[src/rtl/sreg_link_pkg.sv]
package sreg_link_pkg;

    localparam int ADDR_W     = 8;
    localparam int DATA_W     = 16;
    localparam int WORD_W     = 32;
    localparam int PRE_W      = 32;
    localparam int RD_ADDR_W  = 7;
    localparam int RD_CMD_W   = 4 + 1 + 2 + RD_ADDR_W;
    localparam int RD_FRAME_W = PRE_W + RD_CMD_W;
    localparam int WR_FRAME_W = 1 + 2 + ADDR_W + DATA_W;
    localparam int FRAME_W    = (RD_FRAME_W > WR_FRAME_W) ? RD_FRAME_W : WR_FRAME_W;
    localparam int CNT_W      = $clog2(FRAME_W + 1);
    localparam int XTRA_CLKS  = 2;
    localparam int XC_W       = (XTRA_CLKS > 1) ? $clog2(XTRA_CLKS) : 1;

    localparam logic [3:0] RD_OPCODE = 4'b0110;
    localparam logic [2:0] WR_OPCODE = 3'b101;

    typedef enum logic [3:0] {
        ST_IDLE,
        ST_ENA,
        ST_CSUP,
        ST_CMD_LO,
        ST_CMD_HI,
        ST_CMD_END,
        ST_TURN,
        ST_XTR_HI,
        ST_XTR_LO,
        ST_RD_LO,
        ST_RD_HI,
        ST_RD_END
    } link_state_e;

    typedef struct packed {
        logic              write;
        logic              tbl;
        logic [ADDR_W-1:0] addr;
        logic [DATA_W-1:0] wdata;
    } link_req_t;

    function automatic logic [FRAME_W-1:0] read_frame(link_req_t r);
        logic [RD_FRAME_W-1:0] f;
        f = {{PRE_W{1'b1}}, RD_OPCODE, r.tbl, 2'b00, r.addr[RD_ADDR_W-1:0]};
        return {f, {(FRAME_W - RD_FRAME_W){1'b0}}};
    endfunction

    function automatic logic [FRAME_W-1:0] write_frame(link_req_t r);
        logic [WR_FRAME_W-1:0] f;
        f = {WR_OPCODE, r.addr, r.wdata};
        return {f, {(FRAME_W - WR_FRAME_W){1'b0}}};
    endfunction

endpackage

[src/rtl/sreg_half_timer.sv]
module sreg_half_timer #(
    parameter int HALF_CYC = 600
) (
    input  logic clk,
    input  logic rst,
    input  logic run,
    output logic tick
);
    localparam int CW = (HALF_CYC > 1) ? $clog2(HALF_CYC) : 1;
    localparam logic [CW-1:0] LAST = CW'(HALF_CYC - 1);

    logic [CW-1:0] cnt_q;

    always_ff @(posedge clk) begin
        if (rst || !run) begin
            cnt_q <= '0;
        end else if (cnt_q == LAST) begin
            cnt_q <= '0;
        end else begin
            cnt_q <= cnt_q + 1'b1;
        end
    end

    assign tick = run && (cnt_q == LAST);

    generate
        if (HALF_CYC > 1) begin : g_spaced
            // phase boundaries never come back to back
            a_r6_tick_spaced: assert property (@(posedge clk) disable iff (rst)
                tick |=> !tick);
        end
    endgenerate
endmodule

[src/rtl/sreg_frame_build.sv]
module sreg_frame_build
    import sreg_link_pkg::*;
(
    input  link_req_t          req,
    output logic [FRAME_W-1:0] frame,
    output logic [CNT_W-1:0]   nbits
);
    always_comb begin
        if (req.write) begin
            frame = write_frame(req);
            nbits = CNT_W'(WR_FRAME_W);
        end else begin
            frame = read_frame(req);
            nbits = CNT_W'(RD_FRAME_W);
        end
    end
endmodule

[src/rtl/sreg_word_pick.sv]
module sreg_word_pick
    import sreg_link_pkg::*;
(
    input  logic              tbl,
    input  logic              odd,
    input  logic [WORD_W-1:0] raw,
    output logic [WORD_W-1:0] word
);
    localparam int HALF_W = WORD_W / 2;

    always_comb begin
        if (tbl) begin
            word = raw;
        end else if (odd) begin
            word = {{HALF_W{1'b0}}, raw[WORD_W-1:HALF_W]};
        end else begin
            word = {{HALF_W{1'b0}}, raw[HALF_W-1:0]};
        end
    end
endmodule

[src/rtl/sreg_link_master.sv]
module sreg_link_master
    import sreg_link_pkg::*;
#(
    parameter int HALF_CYC = 600
) (
    input  logic              clk,
    input  logic              rst,
    input  logic              req_valid,
    input  logic              req_write,
    input  logic              req_table,
    input  logic [ADDR_W-1:0] req_addr,
    input  logic [DATA_W-1:0] req_wdata,
    output logic              busy,
    output logic              done,
    output logic [WORD_W-1:0] rdata,
    output logic              link_sel,
    output logic              link_sel_oe,
    output logic              link_clk,
    output logic              link_clk_oe,
    output logic              link_dout,
    output logic              link_dout_oe,
    input  logic              link_din
);
    localparam logic [CNT_W-1:0] RD_LAST = CNT_W'(WORD_W - 1);
    localparam logic [XC_W-1:0]  XC_LAST = XC_W'(XTRA_CLKS - 1);

    link_state_e        state_q;
    link_req_t          req_q;
    logic [FRAME_W-1:0] shreg_q;
    logic [CNT_W-1:0]   bits_left_q;
    logic [XC_W-1:0]    xtra_left_q;
    logic               rd_tail_q;
    logic [WORD_W-1:0]  cap_q;

    logic               tick;
    logic [FRAME_W-1:0] frame;
    logic [CNT_W-1:0]   nbits;
    logic [WORD_W-1:0]  picked;

    sreg_half_timer #(.HALF_CYC(HALF_CYC)) timer_i (
        .clk  (clk),
        .rst  (rst),
        .run  (busy),
        .tick (tick)
    );

    sreg_frame_build frame_i (
        .req   (req_q),
        .frame (frame),
        .nbits (nbits)
    );

    sreg_word_pick pick_i (
        .tbl  (req_q.tbl),
        .odd  (req_q.addr[0]),
        .raw  (cap_q),
        .word (picked)
    );

    assign busy = (state_q != ST_IDLE);

    always_ff @(posedge clk) begin
        if (rst) begin
            state_q     <= ST_IDLE;
            req_q       <= '0;
            shreg_q     <= '0;
            bits_left_q <= '0;
            xtra_left_q <= '0;
            rd_tail_q   <= 1'b0;
            cap_q       <= '0;
            done        <= 1'b0;
            rdata       <= '0;
        end else begin
            done <= 1'b0;
            if (state_q == ST_IDLE) begin
                if (req_valid) begin
                    req_q     <= '{write: req_write, tbl: req_table,
                                   addr: req_addr, wdata: req_wdata};
                    rd_tail_q <= 1'b0;
                    state_q   <= ST_ENA;
                end
            end else if (tick) begin
                case (state_q)
                    ST_ENA: begin
                        shreg_q     <= frame;
                        bits_left_q <= nbits - 1'b1;
                        state_q     <= req_q.write ? ST_CSUP : ST_CMD_LO;
                    end
                    ST_CSUP:    state_q <= ST_CMD_LO;
                    ST_CMD_LO:  state_q <= ST_CMD_HI;
                    ST_CMD_HI: begin
                        shreg_q <= {shreg_q[FRAME_W-2:0], 1'b0};
                        if (bits_left_q == '0) begin
                            state_q <= ST_CMD_END;
                        end else begin
                            bits_left_q <= bits_left_q - 1'b1;
                            state_q     <= ST_CMD_LO;
                        end
                    end
                    ST_CMD_END: state_q <= ST_TURN;
                    ST_TURN: begin
                        xtra_left_q <= XC_LAST;
                        state_q     <= ST_XTR_HI;
                    end
                    ST_XTR_HI:  state_q <= ST_XTR_LO;
                    ST_XTR_LO: begin
                        if (xtra_left_q != '0) begin
                            xtra_left_q <= xtra_left_q - 1'b1;
                            state_q     <= ST_XTR_HI;
                        end else if (!req_q.write && !rd_tail_q) begin
                            bits_left_q <= RD_LAST;
                            state_q     <= ST_RD_LO;
                        end else begin
                            done    <= 1'b1;
                            if (!req_q.write) begin
                                rdata <= picked;
                            end
                            state_q <= ST_IDLE;
                        end
                    end
                    ST_RD_LO: begin
                        cap_q   <= {cap_q[WORD_W-2:0], link_din};
                        state_q <= ST_RD_HI;
                    end
                    ST_RD_HI: begin
                        if (bits_left_q == '0) begin
                            state_q <= ST_RD_END;
                        end else begin
                            bits_left_q <= bits_left_q - 1'b1;
                            state_q     <= ST_RD_LO;
                        end
                    end
                    ST_RD_END: begin
                        xtra_left_q <= XC_LAST;
                        rd_tail_q   <= 1'b1;
                        state_q     <= ST_XTR_HI;
                    end
                    default: state_q <= ST_IDLE;
                endcase
            end
        end
    end

    logic in_cmd;
    assign in_cmd = (state_q == ST_CMD_LO) || (state_q == ST_CMD_HI);

    assign link_clk     = (state_q == ST_CMD_HI) || (state_q == ST_XTR_HI) ||
                          (state_q == ST_RD_HI);
    assign link_sel     = req_q.write && (in_cmd || (state_q == ST_CSUP) ||
                                          (state_q == ST_CMD_END));
    assign link_dout    = in_cmd && shreg_q[FRAME_W-1];
    assign link_sel_oe  = busy;
    assign link_clk_oe  = busy;
    assign link_dout_oe = (busy && req_q.write) || (state_q == ST_ENA) ||
                          in_cmd || (state_q == ST_CMD_END);

    // data line holds still across a high clock phase
    a_r6_dout_steady_high: assert property (@(posedge clk) disable iff (rst)
        (link_clk && $past(link_clk)) |-> $stable(link_dout));
    // select stays inactive during a read
    a_r2_read_sel_idle: assert property (@(posedge clk) disable iff (rst)
        (busy && !req_q.write) |-> !link_sel);
    // master does not drive while the device answers
    a_r3_rx_released: assert property (@(posedge clk) disable iff (rst)
        ((state_q == ST_RD_LO) || (state_q == ST_RD_HI)) |-> !link_dout_oe);
    // exchange opens with all lines driven low
    a_r7_open_low: assert property (@(posedge clk) disable iff (rst)
        $rose(busy) |-> (!link_clk && !link_sel && !link_dout && link_dout_oe));
    // select falls only with the clock low
    a_r7_sel_drop_clk_low: assert property (@(posedge clk) disable iff (rst)
        $fell(link_sel) |-> !link_clk);
    // completion is a single-cycle pulse
    a_r9_done_single: assert property (@(posedge clk) disable iff (rst)
        done |=> !done);
    // done coincides with busy falling
    a_r8_done_ends_busy: assert property (@(posedge clk) disable iff (rst)
        done |-> ($past(busy) && !busy));
    // a running request is never replaced
    a_r8_no_restart: assert property (@(posedge clk) disable iff (rst)
        (busy && $past(busy)) |-> $stable(req_q));
endmodule

[config.mk]
export PLATFORM = sky130hd
export DESIGN_NAME = sreg_link_master
export DESIGN_NICKNAME = d
export VERILOG_FILES = /design/src/rtl/sreg_link_pkg.sv /design/src/rtl/sreg_half_timer.sv /design/src/rtl/sreg_frame_build.sv /design/src/rtl/sreg_word_pick.sv /design/src/rtl/sreg_link_master.sv
export SDC_FILE = /design/constraint.sdc
export NUM_CORES = 1
export LEC_CHECK = 0
export ABC_AREA = 1
export BUFFER_PORTS_ARGS = -buffer_cell sky130_fd_sc_hd__clkbuf_2
export CORE_UTILIZATION = 43
export CTS_BUF_LIST = sky130_fd_sc_hd__clkbuf_2 sky130_fd_sc_hd__clkbuf_4 sky130_fd_sc_hd__clkbuf_8
export CTS_CLUSTER_SIZE = 28
export DETAILED_ROUTE_END_ITERATION = 8
export PLACE_DENSITY = 0.59
export SETUP_SLACK_MARGIN = 0.4
export SLEW_MARGIN = 20
export SYNTH_ARGS = -nofsm -noshare
export SYNTH_HDL_FRONTEND = slang
export SYNTH_HIERARCHICAL = 1
export SYNTH_SLANG_ARGS = --single-unit
[constraint.sdc]
create_clock -name clk -period 2.66 [get_ports clk]
set_clock_uncertainty 0.1 [all_clocks]
set_input_delay 0.532 -clock clk [delete_from_list [all_inputs] [get_ports clk]]
set_output_delay 0.532 -clock clk [all_outputs]
set_load 0.02 [all_outputs]
==> reports/metrics.cfg, run 1 <==
[synthesis]
postSynthCellCount = 1064
muxShareOfSynthArea_pct = 0
synth-edff-count = 0
syn_avg_cell_area_um2 = 6.96
ys_types = 39
synth-simple-area-share_pct = 28.9
synth-async-reset-ratio_pct = 0
synth_top_cell_area_share_pct = 43.0
synth-compound-area-share_pct = 15.8
synth-xor-area-share_pct = 0.473
synth_area_um2 = 7410
ys_seq_area_share_pct = 43.0
synth_largest_area_cell = dfxtp_1
synthAdderAreaFrac_pct = 0.338
synth_top_family_by_area = simple AND/OR/NAND/NOR gates
yosys-top-cells-area = dfxtp_1 (43%), nand2_1 (14%), nor2_1 (8.6%)
yosysWarnings = 6
ys_seq_elements = 159
synth_ff_type = dfxtp_1

[critical_path]
path_max_fanout = 6
regToRegSetupSlack_ns = 0.55
worstRegToRegCells = 13
criticalPathCategory = flip-flop to output pin
end_kind = output pin
r2r_end = rdata[4]
rr_startpoint = timer_i/cnt_q[1]
start_kind = flip-flop
worstPathArrival_ns = 1.61
required_ns = 2.03

[detailed_routing]
ant_nets = 0
drc_errors = 0
routed-wl-met2_mm = 7.76
viasPerCell = 4.84
first_iter_violations = 476
wirelength_mm = 16.9
drt_first_pass_iters = 5
wl_met1_mm = 8.31
top_layer_used = met4
wire_per_inst_um = 12.7
dr_wl_met3_um = 570
vias = 6407

[timing]
slew_violations = 0
period_minus_slack_ns = 2.24
rsz0062_at_grt = yes
slew_headroom_pct = 42.0
setup_viol = 0
hold_violations = 0
fin_crit_sh_pct = 84.2
worst_slew_pin_slew_ns = 0.869
holdWs_ns = 0.197
timing.fmax_mhz = 447
finalSetupTns_ns = 0

[global_routing]
antenna_found_initial = 0
grtUsageTotal_pct = 19.6
grt_pass1_wl_mm = 28.4
grt_max_degree = 114
grt_pass1_vias = 5818
grt-ovfl-total = 0

[min_path]
min_to = req_q[13]
hold_depth = 3
min_path_type = primary input to flip-flop
hp-start = req_wdata[13]

[cells_and_area]
fill_cells = 1750
drive_gt1_share_pct = 15.9
finalNonFillerCells = 1323
antennaDiodeCount = 0
area_growth_pct = 12.1
num-nets-final = 1122

[floorplanning]
initial_core_util_pct = 44.4
chipWidth_um = 133
rows = 47
die_h_um = 133
ios = 70
die_area_um2 = 17800
core_area_um2 = 16700

[placed_design]
placed_cells = 1288
gp_congestion = 0.885
dp_hpwl_mm = 10.6
portBuffers = 69

[clock_network]
clkLatencyLatePin_ns = 0.45
cts_buffer_depth = 2
cts_tree = done
numCtsBuffers = 17
holdBufCountCts = 0
cts-root-buf = clkbuf_8
h-tree-depth = 4
cts_sinks = 159
cts.clk_slew.worst_paths_ns = 0.08

[status]
outcome = completed

[power]
power_density_nw_per_um2 = 598
ir_worst_vdd_uv = 320
p_leak_nw = 3.88

[job]
maxCapViolations = 0

-- worst max path at each step --
stage | start | end | slack [ns] | cells after the start
2_1_floorplan | state_q[0] | link_sel | 0.62 | 6
3_3_place_gp | timer_i/cnt_q[0] | rdata[16] | 0.49 | 12
3_5_place_dp | timer_i/cnt_q[0] | rdata[7] | 0.37 | 12
4_1_cts | state_q[1] | link_sel | 0.35 | 5
5_1_grt | state_q[1] | link_sel | 0.32 | 6
6_report | state_q[1] | link_sel | 0.42 | 6
-- cell usage after synthesis (all sizes together) (3+ instances only) --
master	instances
inv	84
nor3	6
clkbuf	20
nand2	288
a31oi	47
nor2	182
a21oi	41
nand3b	3
dfxtp	159
o21ai	120
nand3	32
buf	66
-- report_power, final --
| group | total (mW) | switching, mW | leakage [nW] | internal (mW) |
|---|---|---|---|---|
| registers | 2.45 | 0.0407 | 1.29 | 2.41 |
| logic | 0.395 | 0.263 | 2.35 | 0.133 |
| clock network | 2.12 | 0.884 | 0.237 | 1.24 |
| total | 4.97 | 1.19 | 3.88 | 3.78 |
-- routing by layer --
layer / global-route usage (%) / vias to the layer above
met1: 26.5 / 2861
met4: 6.82 / 0
met3: 3.54 / 17
met5: 0 / -
li1: - / 3414
met2: 31.4 / 115
-- per-stage QoR --
| step | instance area [um^2] | power (mW) | util [%] | setup slack, ns |
|---|---|---|---|---|
| 5_1_grt | 8310 | 5.18 | 49.7 | 0.320 |
| 6_report | 8310 | 4.97 | 49.7 | 0.421 |
| 3_3_place_gp | 7670 | 2.89 | 45.9 | 0.491 |
| 2_1_floorplan | 7430 | 2.83 | - | 0.622 |
| 3_5_place_dp | 7670 | 2.89 | 45.9 | 0.371 |
| 4_1_cts | 8180 | 5.00 | 49.0 | 0.351 |
-- placed cells by master, fill, tap and decap left out, types with 16 or more instances in the layout --
master / n
buf_4: 16
nand2_1: 276
clkbuf_2: 65
nor2_1: 164
clkbuf_8: 17
a21oi_1: 37
o21ai_0: 112
nand3_1: 30
nor2_4: 16
dfxtp_1: 153
inv_1: 75
a31oi_1: 47
-- repair_timing --
item | 4_1_cts | 5_1_grt
setup buffers | 0 | 3
gates resized for setup | 13 | 32
hold endpoints to repair | 0 | 0
pin swaps | 0 | 3
endpoints found under the setup margin | 37 | 120
-- cell type report --
type | count | area [um^2] | area share, %
inverter | 84 | 328 | 3.95
clock inverter | 12 | 215 | 2.59
clock buffer | 20 | 256 | 3.09
timing repair buffer | 87 | 539 | 6.49
sequential | 159 | 3200 | 38.5
multi-input combinational | 741 | 3490 | 42.0
tap | 220 | 275 | 3.31
-- sequential cells by signal, summed over array words and instances, names as in the netlist, 4 cells and up --
register       flops
shreg_q           46
cap_q             32
rdata             32
req_q             26
timer_i/cnt_q     10
bits_left_q        6
state_q            4
-- cell families after synthesis --
| kind of cell | count (synthesis) |
|---|---|
| simple gates | 514 |
| compound gates | 213 |
| buf+inv | 170 |
| flops | 159 |
| xor+xnor | 4 |
| fa+ha+maj | 2 |
| other cells | 2 |
-- critical path, cell delays in order (launching register included) --
cell and delay, ns:
dfxtp_4 0.37, nor2_4 0.17, inv_1 0.10, nor2_4 0.12, nor2_4 0.07, a31oi_1 0.15
buf_4 0.17
Power figures use the tool's default switching activity.
==> run 2: changes to the inputs <==
Settings changed: ABC_AREA 1 to 0.
Clock period 2.66 ns to 2.3 ns, I/O delays scaled along.
==> reports/metrics.cfg, run 2 <==
[status]
outcome = completed

[cells_and_area]
antennaDiodeCount = 0  ; unchanged
seq_area_um2 = 3210  ; +0.23%
max_flop_register = shreg_q
num-nets-final = 1034  ; -7.8%
design_area_um2 = 11100  ; +33%
largest_register_ffs = 46  ; unchanged
area_growth_pct = 49.8
drive_gt1_share_pct = 52.7  ; +37 points
multi_input_area_um2 = 5230  ; +50%
final_cell_mix = dfxtp_1 (151), nand2_1 (87), clkbuf_2 (61), a21oi_2 (57), nand2_4 (56)
layout_commonest_cell = dfxtp_1
fill_cells = 1315  ; -25%
reg_top3 = shreg_q x46, cap_q x32, rdata x32

[placed_design]
postPlaceCellArea_um2 = 7940  ; +3.5%
place_ws_ns = 0.111  ; -0.260 ns
gp_congestion = 0.811  ; -8.4%
dp_hpwl_mm = 10.3  ; -2.2%
portBuffers = 69  ; unchanged

[synthesis]
netlist_top_cells_count = nand2_1 (197), dfxtp_1 (159), a21oi_1 (103)
ys_seq_area_share_pct = 43.0  ; +0.065 points
yosys-top-cells-area = dfxtp_1 (43%), nand2_1 (10%), a21oi_1 (7.0%)
muxShareOfSynthArea_pct = 10.2  ; +10 points
synth_top_cell_area_share_pct = 43.0  ; +0.065 points
synth-edff-count = 0  ; unchanged
synth-compound-area-share_pct = 15.9  ; +0.11 points
synth_ff_type = dfxtp_1
syn_avg_cell_area_um2 = 8.31  ; +19%
synth-simple-area-share_pct = 22.6  ; -6.3 points
yosysWarnings = 6  ; unchanged
synth-xor-area-share_pct = 0.829  ; +0.36 points
synth_top_family_by_area = simple AND/OR/NAND/NOR gates
ys_seq_elements = 159  ; unchanged
yosysMostFrequentCell = nand2_1
synth_area_um2 = 7400  ; -0.15%
ys_types = 58  ; +49%
synth_largest_area_cell = dfxtp_1
synthAdderAreaFrac_pct = 0.338  ; +0.00051 points
postSynthCellCount = 890  ; -16%
synth-async-reset-ratio_pct = 0  ; unchanged

[floorplanning]
die_h_um = 133  ; about the same
rows = 47  ; unchanged
ios = 70  ; unchanged
die_area_um2 = 17700  ; -0.15%
core_area_um2 = 16700  ; unchanged
chipWidth_um = 133  ; about the same
initial_core_util_pct = 44.3  ; -0.067 points

[global_routing]
grt.met3_usage_pct = 4.45  ; +0.91 points
met1_usage_pct = 30.1  ; +3.6 points
grtUsageTotal_pct = 24.2  ; +4.6 points
grt_pass1_vias = 6361  ; +9.3%
grt_pass1_wl_mm = 34.0  ; +20%
grt_max_degree = 83  ; -27%
grt-ovfl-total = 0  ; unchanged
global_route.usage.met2_pct = 42.4  ; +11 points
busiest_layer = met2
antenna_found_initial = 0  ; unchanged

[min_path]
min_path_type = primary input to flip-flop

[critical_path]
start_kind = flip-flop
path_max_fanout = 7  ; +1
regToRegSetupSlack_ns = 0.13  ; -0.42 ns
end_kind = flip-flop
criticalPathCategory = flip-flop to flip-flop
worstPathArrival_ns = 2.44  ; +0.83 ns
required_ns = 2.57  ; +0.54 ns

[job]
maxCapViolations = 0  ; unchanged

[timing]
rsz0062_at_grt = yes
finalSetupTns_ns = 0  ; unchanged
holdWs_ns = 0.105  ; -0.0917 ns
setup_viol = 0  ; unchanged
setup_slack_ns = 0.131  ; -0.290 ns
fin_crit_sh_pct = 94.3
worst_slew_pin_slew_ns = 0.586  ; -0.283 ns
hold_violations = 0  ; unchanged
timing.fmax_mhz = 461
slew_headroom_pct = 60.9  ; +19 points
slew_violations = 0  ; unchanged
period_minus_slack_ns = 2.17

[clock_network]
cts.clk_slew.worst_paths_ns = 0.10  ; +0.02 ns
h-tree-depth = 4  ; unchanged
cts_buffer_depth = 2  ; unchanged
holdBufCountCts = 0  ; unchanged
numCtsBuffers = 17  ; unchanged
cts-root-buf = clkbuf_8
cts_tree = done
cts_sinks = 159  ; unchanged
clkLatencyLatePin_ns = 0.47  ; +0.02 ns

[power]
p_leak_nw = 4.66  ; +20%
power.total_mw = 5.35  ; +7.7%
power_density_nw_per_um2 = 483  ; -19%
ir_worst_vdd_uv = 390  ; +22%

[detailed_routing]
drc_errors = 0  ; unchanged
wirelength_mm = 23.0  ; +36%
vias = 6754  ; +5.4%
ant_nets = 0  ; unchanged
viasPerCell = 5.47  ; +13%
first_iter_violations = 384  ; -19%
drt_first_pass_iters = 4  ; -1
wire_per_inst_um = 18.6  ; +46%

-- run 2: cell count changes in the layout (fill, tap and decap cells not counted), sizes merged, moves of 27 or more --
| cell | before | now |
|---|---|---|
| nor2 | 182 | 64 |
| o21ai | 120 | 19 |
| nand2 | 288 | 197 |
| buf | 22 | 105 |
| inv | 84 | 12 |
| a21oi | 41 | 104 |
| mux2i | 0 | 51 |
| a211oi | 2 | 47 |
| a31oi | 47 | 5 |
| nand2b | 0 | 27 |
| nand3 | 32 | 5 |
-- run 2: cell families (layout without fill, tap and decap cells) --
kind of cell / after synthesis / after routing
and+or+nand+nor: 363 / 366
AOI/OAI and AO/OA: 193 / 193
muxes: 68 / 68
DFF: 159 / 159
xor gates and xnor gates: 7 / 7
buffers and inverters: 96 / 212
adders and majority gates: 2 / 2
other: 2 / 8
-- run 2: path summary, 6_finish.rpt --
check | start | to | cells past startpoint
min reg2reg | req_q[13] | req_q[13] | 2
max | state_q[0] | shreg_q[16] | 10
max reg2reg | state_q[0] | shreg_q[16] | 10
min | req_wdata[8] | req_q[8] | 3
-- run 2: repair_timing --
action	CTS	global route
pin swaps	144	107
endpoints found under the setup margin	125	144
setup buffers	36	11
hold endpoints to repair	0	0
cloned	24	5
gates resized for setup	243	212
-- run 2: area by class of cell --
type | instances | share of cell area, %
Clock buffer | 18 | 2.24
Clock inverter | 14 | 1.22
Inverter | 9 | 0.350
Multi-Input combinational cell | 644 | 47.2
Sequential cell | 159 | 29.0
Tap cell | 220 | 2.48
Timing Repair Buffer | 171 | 17.6
-- run 2: routing by layer --
metal / part of all wire (%) / routed length (um)
met4: 2.3 / 531
met5: 0 / 0
met1: 43 / 9820
met2: 52 / 12000
met3: 2.9 / 657
-- run 2: power by group --
group | internal (mW) | switching, mW
sequential | 2.78 | 0.0355
clock | 0.899 | 1.18
combinational | 0.191 | 0.266
-- run 2: worst max-delay path: stages, from the launching register on --
cell and delay (ns):
dfxtp_4 0.37, buf_6 0.11, nor4_4 0.36, inv_4 0.13, and2_4 0.22, inv_4 0.07
nor2_4 0.07, buf_6 0.16, buf_12 0.13, buf_16 0.13, a211oi_4 0.22
-- run 2: stage by stage --
stage / cells / utilization [%]
2_1_floorplan: 896 / -
3_3_place_gp: 1127 / 47.5
3_5_place_dp: 1127 / 47.5
4_1_cts: 1219 / 60.5
5_1_grt: 1235 / 66.3
6_report: 1235 / 66.3
==> run 3: changes to the inputs <==
Settings changed: CAP_MARGIN set to 5.
Clock period 2.3 ns to 2.8 ns, I/O delays scaled along.
==> reports/metrics.cfg, run 3 (synthesis results as in run 2) <==
[global_routing]
grt_pass1_wl_mm = 27.4  ; -19%
grtUsageTotal_pct = 19.1  ; -5.2 points
grt_max_degree = 66  ; -20%
antenna_found_initial = 0  ; unchanged
grt-ovfl-total = 0  ; unchanged
grt_pass1_vias = 5579  ; -12%

[cells_and_area]
finalNonFillerCells = 1162  ; -5.9%
fill_cells = 1669  ; +27%
multi_input_area_um2 = 3760  ; -28%
max_flop_register = shreg_q
layout_commonest_cell = nand2_1
area_growth_pct = 14.3
largest_register_ffs = 46  ; unchanged
final_cell_mix = nand2_1 (197), dfxtp_1 (154), a21oi_1 (103), clkbuf_2 (66), nor2_1 (63)
num-nets-final = 961  ; -7.1%
seq_area_um2 = 3190  ; -0.43%
antennaDiodeCount = 0  ; unchanged
design_area_um2 = 8460  ; -24%
reg_top3 = shreg_q x46, cap_q x32, rdata x32
drive_gt1_share_pct = 19.5  ; -33 points

[min_path]
min_to = req_q[5]
min_path_type = primary input to flip-flop
hp-start = req_wdata[5]
hold_depth = 3  ; unchanged

[floorplanning]
die_area_um2 = 17700  ; unchanged
ios = 70  ; unchanged
chipWidth_um = 133  ; unchanged
initial_core_util_pct = 44.3  ; unchanged
rows = 47  ; unchanged
die_h_um = 133  ; unchanged
core_area_um2 = 16700  ; unchanged

[power]
power.switching_mw = 1.09  ; -26%
p_clk_share_pct = 42.2  ; +3.4 points
power_density_nw_per_um2 = 529  ; +9.7%
ir_worst_vdd_uv = 360  ; -7.9%
combPwrFrac_pct = 6.3  ; -2.3 points
seq_power_share_pct = 51.5  ; -1.2 points
switching_share_pct = 24.5  ; -3.2 points
p_leak_nw = 3.35  ; -28%
p_int_mw = 3.38  ; -13%

[critical_path]
r2r_end = shreg_q[2]
crit_family = compound AO/OA/AOI/OAI gates
rr_startpoint = state_q[0]
worstPathArrival_ns = 2.62  ; +0.18 ns
end_kind = flip-flop
required_ns = 3.06  ; +0.49 ns
worstRegToRegCells = 8  ; -2
crit_cells = 8  ; -2
start_kind = flip-flop
cp_cell_sequence = buf_8, and2b_2, o21ai_0, nor2_4, buf_12, buf_6, clkbuf_16, a211oi_1
crit_buf_inv = 4  ; -2
regToRegSetupSlack_ns = 0.44  ; +0.31 ns
criticalPathCategory = flip-flop to flip-flop
slowest_stage = o21ai_0
cp_slowest_stage_delay_ns = 0.61  ; +0.24 ns
path_max_fanout = 19  ; +12

[placed_design]
postPlaceCellArea_um2 = 7780  ; -2.0%
gp_congestion = 0.826  ; +1.8%
placed_cells = 1120  ; -0.62%
dp_hpwl_mm = 9.47  ; -8.3%
portBuffers = 69  ; unchanged

[clock_network]
cts_tree = done
h-tree-depth = 4  ; unchanged
cts-root-buf = clkbuf_8
cts_sinks = 159  ; unchanged
cts_buffer_depth = 2  ; unchanged
cts.clk_slew.worst_paths_ns = 0.09  ; about the same
clkLatencyLatePin_ns = 0.46  ; about the same
numCtsBuffers = 17  ; unchanged

[timing]
hold_violations = 0  ; unchanged
setup_viol = 0  ; unchanged
fin_crit_sh_pct = 84.3  ; -10 points
finalSetupTns_ns = 0  ; unchanged
rsz0062_at_grt = yes
period_minus_slack_ns = 2.36  ; +0.192 ns
worst_slew_pin_slew_ns = 0.768  ; +0.182 ns
slew_violations = 0  ; unchanged
timing.fmax_mhz = 424  ; -8.1%
slew_headroom_pct = 48.3  ; -13 points

[detailed_routing]
drt_first_pass_iters = 4  ; unchanged
viasPerCell = 5.08  ; -7.2%
vias = 5900  ; -13%
drc_errors = 0  ; unchanged
ant_nets = 0  ; unchanged
first_iter_violations = 349  ; -9.1%
wire_per_inst_um = 13.9  ; -25%
wirelength_mm = 16.2  ; -29%

[job]
maxCapViolations = 0  ; unchanged

[status]
outcome = completed

==> run 3: worst min-delay path, stage by stage <==
cell and delay (ns):
clkbuf_2 0.08, nand2_1 0.04, a21oi_1 0.05
==> run 3: how the worst max path moves through the flow <==
stage / start / endpoint
detailed placement: timer_i/cnt_q[0] / rdata[23]
floorplan: timer_i/cnt_q[0] / rdata[0]
global placement: timer_i/cnt_q[0] / rdata[7]
finish: state_q[0] / shreg_q[2]
global route: state_q[0] / link_dout
CTS: state_q[2] / link_dout
==> run 3: what timing repair did <==
action	in CTS	in global routing
setup buffers	2	4
pin swaps	1	3
resized for setup	6	21
hold buffers	0	0
endpoints found under the setup margin	72	123
cloned	2	2
==> run 3: area by class of cell <==
type                    instances  share of cell area, %
clock inverters                15                   2.47
inverters                       9                  0.444
repair buffers                101                   8.85
well taps                     220                   3.25
multi-input cells             641                   44.4
flip-flops and latches        159                   37.8
clock buffers                  17                   2.77
==> run 3: routing by layer <==
layer  up-vias  routed length [um]  track usage (%)
met5         -                   0                0
met4         0                 171             6.63
met3        11                 591             4.49
met2        81                7200             28.9
met1      2733                8240             26.5
li1       3075                   -                -
==> run 3: metrics by stage <==
step | setup slack, ns | utilization [%] | total power, mW | hold WS, ns
3_5_place_dp | 0.224 | 46.6 | 2.64 | 0.343
2_1_floorplan | 0.419 | - | 2.58 | 0.331
6_report | 0.440 | 50.6 | 4.48 | 0.217
5_1_grt | 0.319 | 50.6 | 4.67 | 0.191
4_1_cts | 0.247 | 49.8 | 4.54 | 0.186
3_3_place_gp | 0.288 | 46.6 | 2.64 | 0.339
==> run 3: power groups by stage <==
stage / clock network [mW] / registers, mW / logic, mW
after floorplan: 0 / 2.35 / 0.230
after global placement: 0 / 2.36 / 0.282
after detailed placement: 0 / 2.36 / 0.280
after CTS: 1.95 / 2.31 / 0.282
after global routing: 2.04 / 2.31 / 0.318
final: 1.89 / 2.31 / 0.281
